==> src/rtl/dram_row_decoder.sv <==
module dram_row_decoder #(
  parameter int NUM_ROWS    = 8,
  parameter int BND_W       = 7,
  parameter int ADDR_W      = 32,
  parameter int GRAIN_SHIFT = 26,
  parameter int CFG_AW      = 4,
  parameter int CFG_DW      = 32,
  parameter int MODE_SEL    = 8,
  parameter int DUAL_BIT    = 21,
  parameter int INTEG_LSB   = 18
) (
  input  logic                        clk,
  input  logic                        rst_n,
  input  logic                        cfg_we,
  input  logic [CFG_AW-1:0]           cfg_addr,
  input  logic [CFG_DW-1:0]           cfg_wdata,
  input  logic                        addr_valid,
  input  logic [ADDR_W-1:0]           addr,
  output logic                        res_valid,
  output logic [$clog2(NUM_ROWS)-1:0] row_idx,
  output logic                        out_of_range,
  output logic [NUM_ROWS-1:0]         populated,
  output logic [BND_W-1:0]            total_size,
  output logic                        dual_channel,
  output logic                        ecc_enabled
);
  localparam int ROW_W = $clog2(NUM_ROWS);
  localparam int HALF  = NUM_ROWS / 2;
  localparam int HI_W  = ADDR_W - GRAIN_SHIFT;

  logic [BND_W-1:0] bnd [NUM_ROWS];
  logic             dual_q;
  logic [1:0]       integ_q;
  logic [BND_W-1:0] hi_ext;
  logic             found;
  logic [ROW_W-1:0] sel;

  wire unused_bits = ^{cfg_wdata, addr[GRAIN_SHIFT-1:0]};

  always_ff @(posedge clk or negedge rst_n) begin
    if (!rst_n) begin
      for (int i = 0; i < NUM_ROWS; i++) bnd[i] <= '0;
      dual_q  <= 1'b0;
      integ_q <= 2'b00;
    end else if (cfg_we) begin
      if (cfg_addr < CFG_AW'(NUM_ROWS))
        bnd[cfg_addr[ROW_W-1:0]] <= cfg_wdata[BND_W-1:0];
      else if (cfg_addr == CFG_AW'(MODE_SEL)) begin
        dual_q  <= cfg_wdata[DUAL_BIT];
        integ_q <= cfg_wdata[INTEG_LSB +: 2];
      end
    end
  end

  assign dual_channel = dual_q;
  assign ecc_enabled  = (integ_q == 2'b01);
  assign total_size   = dual_q ? bnd[HALF-1] : bnd[NUM_ROWS-1];

  for (genvar g = 0; g < NUM_ROWS; g++) begin : g_pop
    if (g == 0) begin : g_first
      assign populated[g] = (bnd[g] != '0);
    end else if (g >= HALF) begin : g_upper
      assign populated[g] = !dual_q && (bnd[g] != bnd[g-1]);
    end else begin : g_lower
      assign populated[g] = (bnd[g] != bnd[g-1]);
    end
  end

  assign hi_ext = BND_W'(addr[ADDR_W-1 -: HI_W]);

  always_comb begin
    found = 1'b0;
    sel   = '0;
    for (int i = NUM_ROWS - 1; i >= 0; i--) begin
      if (populated[i] && (bnd[i] > hi_ext)) begin
        found = 1'b1;
        sel   = ROW_W'(i);
      end
    end
  end

  always_ff @(posedge clk or negedge rst_n) begin
    if (!rst_n) begin
      res_valid    <= 1'b0;
      row_idx      <= '0;
      out_of_range <= 1'b0;
    end else begin
      res_valid <= addr_valid;
      if (addr_valid) begin
        row_idx      <= found ? sel : '0;
        out_of_range <= !found;
      end
    end
  end
endmodule

==> config.mk <==
export PLATFORM = sky130hd
export DESIGN_NAME = dram_row_decoder
export DESIGN_NICKNAME = d
export VERILOG_FILES = /design/src/rtl/dram_row_decoder.sv
export SDC_FILE = /design/constraint.sdc
export NUM_CORES = 1
export LEC_CHECK = 0
export ABC_CLOCK_PERIOD_IN_PS = 3750
export BUFFER_PORTS_ARGS = -buffer_cell sky130_fd_sc_hd__buf_2
export CAP_MARGIN = 20
export CORE_ASPECT_RATIO = 0.7
export CORE_MARGIN = 10
export CORE_UTILIZATION = 30
export CTS_BUF_LIST = sky130_fd_sc_hd__clkbuf_4 sky130_fd_sc_hd__clkbuf_8
export CTS_CLUSTER_SIZE = 24
export DETAILED_ROUTE_END_ITERATION = 8
export GPL_TIMING_DRIVEN = 1
export PLACE_DENSITY = 0.48
export SYNTH_ARGS = -nofsm -noshare
export SYNTH_HDL_FRONTEND = slang
export SYNTH_SLANG_ARGS = --single-unit
==> constraint.sdc <==
create_clock -name clk -period 3.75 [get_ports clk]
set_input_delay 0.375 -clock clk [delete_from_list [all_inputs] [get_ports clk]]
set_output_delay 0.375 -clock clk [all_outputs]
set_load 0.01 [all_outputs]
### Yosys cells after proc, flatten, opt, wreduce, memory -nomap -nowiden

Cells that the tools add are included.

| storage, ports and cells | value |
|---|---|
| register bits | 64 |
| bits of input ports | 72 |
| output and inout port bits | 22 |
| logic and storage cells | 74 |

| cells by class | value |
|---|---|
| magnitude comparators | 11 |
| eq/ne operators | 9 |
| muxes and demuxes | 21 |
| bitwise gates (word level) | 2 |
| reduce and logical (&&, ||, !) cells | 18 |

Operator list:

| kind | count |
|---|---|
| $bwmux W56 | 1 |
| $gt A7 B6 Y1 | 8 |
| $ne A7 B7 Y1 | 7 |
| $mux W3 | 9 |
| $demux W7 S3 | 1 |
| $mux W7 | 2 |
| $logic_and A1 B1 Y1 | 13 |
| $mux W1 | 8 |
| $reduce_bool A7 Y1 | 1 |
| $eq A4 B4 Y1 const B | 1 |
| $ge A4 B4 Y1 const B | 1 |
| $lt A4 B1 Y1 const B | 1 |
| $lt A4 B4 Y1 const B | 1 |
| $not A3 Y4 | 1 |
| $reduce_and A3 Y1 | 1 |
| $eq A2 B1 Y1 const B | 1 |
| $logic_not A1 Y1 | 2 |
| $reduce_and A2 Y1 | 1 |
| $not A1 Y1 | 1 |

### Logic depth before layout (Yosys ltp)

| logic depth | value |
|---|---|
| depth in word-level cells | 12 |
| depth in mapped cells | 9 |
| mapped depth without buffers | 9 |

### Worst setup path before layout

OpenSTA, ideal clock, no wires.

| path | value |
|---|---|
| path type | input-to-reg |
| start | input port addr[28] |
| end | register row_idx[2] |
| setup time | 0.130 ns |
| arrival | 2.045 ns |
| required time | 3.620 ns |
| path slack | 1.576 ns |
| cell stages on the path | 9 |
| buffers on the path | 0 |
| path through | inv_1 ha_1 a21oi_1 a21oi_1 a2111oi_0 nor3_1 or2_2 nor3_1 o22ai_1 |

| on the way | value |
|---|---|
| word-level cells in the longest chain between the ends | 11 |
| elaborated cells between the ends (all ways) | 33 |
| those cells by class | 8 x order compare; 17 x mux; 8 x reduce/logical |

RTL lines:

| element | line | text |
|---|---|---|
| from (decl) | 18 | `input logic [ADDR_W-1:0] addr,` |
| $gt A7 B6 Y1 | 75 | `if (populated[i] && (bnd[i] > hi_ext)) begin` |
| $logic_and A1 B1 Y1 | 75 |  |
| $mux W3 or $mux W1 (tied branches) (8 in a row) | 75 |  |
| $mux W3 (*) | 90 | `row_idx <= found ? sel : '0;` |
| to (signal assigned) | 90 |  |
| to (decl) | 20 | `output logic [$clog2(NUM_ROWS)-1:0] row_idx,` |

Every way passes the cells marked *; elsewhere a longest branch is shown, timed or not.
A chain may end at the register's enable or synchronous reset.

### Final worst setup path

| path | value |
|---|---|
| start | input port addr[30] |
| end | register row_idx[0] |

Same word-level chain as after synthesis.

==> run_results.csv <==
group,metric,value,unit
setup_path,reg2reg_from,"bnd[2]$_DFFE_PN0P_",
cts,cts-root-buf,"clkbuf_8",
timing,timing.hold.ws,0.213,ns
global_route,overflow,0,
yosys,async_flop_share,100,%
route,routed_wl,12.6,mm
yosys,ys.flop_type,"dfrtp_1",
setup_path,rr_endpoint,"row_idx[0]$_DFFE_PN0P_",
status,outcome,"finished, final reports clean",
cts,cts_tree,"yes",
yosys,yosysWarningCount,0,
yosys,synth-edff-count,0,
die,die_width,162,um
cts,cts_htree_levels,3,
die,core_area,13900,sq um
final_layout,syn_to_final_growth,16.2,%
cts,clockBufferDepth,2,
final_layout,nets,557,
pwr,max-vdd-ir-drop,197,uV
route,vias,3160,
setup_path,endpoint,"row_idx[0]$_DFFE_PN0P_",
yosys,synth_top_family_by_area,"multiplexers",
cts,clock_latency,0.36,ns
cts,clkTransAtPathRegs,0.07,ns
timing,tightestPinTransition,0.709,ns
yosys,synth_simple_gate_area_share,10.8,%
pwr,power.leakage,2.27,nW
timing,setup_viol_count_final,0,
yosys,synth-compound-area-share,8.43,%
place,portBuffers,45,
setup_path,endpoint_kind,"flop",
yosys,avgSynthCellArea,11.1,sq um
yosys,synth.distinct_cells,37,
die,die_h,120,um
die,dieArea,19400,sq um
yosys,synthMuxAreaShare,16.2,%
setup_path,worst_ep_arrival_time,2.64,ns
setup_path,reg2reg_depth,8,
yosys,ys_seq_elements,64,
yosys,synthCells,382,
cts,clock-sinks,64,
yosys,syn_area,4250,sq um
place,routabilityCongestion,0.824,
min_path,min_path_type,"primary input to flop",
yosys,synthXorXnorAreaFrac,10.1,%
setup_path,cp_max_fo,8,
timing,period_needed,2.44,ns
final_layout,insertedDiodeCount,0,
setup_path,rrSetupSlack,1.33,ns
route,wl_per_cell,19.9,um
final_layout,final_util,35.5,%
route,postRouteAntennaNets,0,
setup_path,start_kind,"primary input",
timing,max_freq,409,MHz
setup_path,path_class,"primary input to flop",
place,placed_cell_area,4700,sq um
timing,finalHoldViolations,0,
timing,max_slew_margin,52.5,%
die,io_pins,94,
cts,cts_inserted_buffers,9,
route,drc,0,
timing,clock_skew,0.00936,ns
run,drv_cap,0,
timing,timing.final.crit_share,65.1,%
global_route,gr-usage-all-layers,13.5,%
yosys,ys_seq_area_share,37.7,%
die,start_util,30.6,%
setup_path,crit_start,"addr[30]",
timing,rsz0062_at_grt,"no",
pwr,p_total,2.65,mW
route,drt-initial-drc-count,198,
global_route,antenna_found_initial,0,
global_route,grt_max_degree,43,
final_layout,drive_gt1_share,29.2,%
route,drtPass1Iterations,4,
setup_path,cp.required,3.95,ns
place,dp_hpwl,9.46,mm
yosys,synthesis.nets,502,
pwr,power_density,537,nW/um^2
die,rows,36,
global_route,grt_pass1_vias,3295,
yosys,synth_adder_area_share,14.1,%
route,via_per_inst,5.00,
timing,setup_tns,0,ns
timing,drv_slew,0,
global_route,grt_pass1_wl,19.7,mm
final_layout,final_area,4930,sq um
[what timing repair did]
item | in CTS | in global routing
hold buffers | 0 | 1
endpoints found under the hold margin | 0 | 4
resized for setup | 0 | 0
setup buffers | 0 | 0
[how the worst min path moves through the flow]
stage / from / endpoint / slack [ns] / cells past startpoint
after floorplan: rst_n / bnd[0]$_DFFE_PN0P_ / 0.08 / 0
after global placement: integ_q[0]$_DFFE_PN0P_ / integ_q[0]$_DFFE_PN0P_ / 0.48 / 1
after detailed placement: integ_q[0]$_DFFE_PN0P_ / integ_q[0]$_DFFE_PN0P_ / 0.50 / 1
after CTS: addr_valid / res_valid$_DFF_PN0_ / 0.19 / 1
after global routing: addr_valid / res_valid$_DFF_PN0_ / 0.19 / 1
final: addr_valid / res_valid$_DFF_PN0_ / 0.21 / 1
[layer usage]
layer | global-route usage, % | part of all wire (%) | routed length, um | vias up
li1 | - | - | - | 1520
met2 | 18.8 | 41 | 5160 | 61
met3 | 3.69 | 4.7 | 594 | 7
met5 | 0 | 0 | 0 | -
met4 | 3.06 | 0.57 | 72 | 0
met1 | 19.9 | 54 | 6760 | 1572
[report_power, final]
part / internal, mW / switching [mW]
combinational: 0.492 / 0.442
sequential: 0.850 / 0.267
clock: 0.306 / 0.291
total: 1.65 / 1.00
[cells in the final DEF, fill, tap and decap left out, drive strengths merged, types with 5 or more instances in the layout]
master | netlist | final
mux2 | 61 | 61
a2111oi | 5 | 5
nor3 | 5 | 5
buf | 1 | 48
dfrtp | 64 | 64
nand3b | 7 | 7
nor2b | 7 | 7
nor4 | 8 | 8
ha | 48 | 48
a21oi | 14 | 14
clkbuf | 4 | 9
nand3 | 9 | 9
xnor2 | 21 | 21
xor2 | 28 | 28
nor3b | 5 | 5
o21ai | 10 | 10
nand4 | 5 | 5
a21o | 7 | 7
inv | 24 | 24
nand2 | 12 | 12
nor2 | 10 | 10
nand4b | 6 | 6
[Yosys cell counts (all sizes together), types with 4 or more instances]
library cell  count  area (sq um)
a21oi            14          70.1
nor2             10          37.5
nor3              5          30.0
a21o              7          52.6
o21ai            10          50.1
nand3             9          45.0
clkbuf            4          15.0
nand3b            7          52.6
mux2             61           687
xnor2            21           184
nand4             5          31.3
nor4              8          50.1
dfrtp            64          1600
nand2            12          45.0
inv              24          90.1
a2111oi           5          43.8
nand4b            6          52.6
nor3b             5          47.5
nor2b             7          43.8
xor2             28           245
ha               48           601
[layout make-up]
type                            instances  area (sq um)
Clock buffer                            9           124
Inverter                               24          90.1
Multi-Input combinational cell        289          2530
Tap cell                              190           238
Fill cell                            1457          8940
Timing Repair Buffer                   49           270
Sequential cell                        64          1600
Clock inverter                          7          72.6
[worst max-delay path, stage by stage]
cell	delay [ns]
buf_2	0.10
inv_1	0.38
ha_1	0.34
a21o_1	0.18
a2111oi_0	0.41
nor3_1	0.20
nor3b_1	0.19
o311ai_1	0.28
o221ai_1	0.18
[flip-flops by register name, indices dropped and copies added, names as in the netlist]
| name | flops |
|---|---|
| bnd | 56 |
| row_idx | 3 |
| dual_channel | 1 |
| out_of_range | 1 |
| res_valid | 1 |
| integ_q | 2 |
[stage by stage]
stage               setup WS, ns  cells
finish                      1.31    632
global route                1.10    632
CTS                         1.30    630
detailed placement         0.922    614
global placement           0.969    614
floorplan                   1.58    382
[kinds of logic (layout without fill, tap and decap cells)]
group,Yosys count,count (layout)
AO/OA/AOI/OAI,53,53
XOR/XNOR,49,49
buffers and inverters,29,89
AND/OR/NAND/NOR,78,78
flip-flops,64,64
adder cells (fa/ha/maj),48,48
multiplexers,61,61
(Power assumes the default switching activity.)
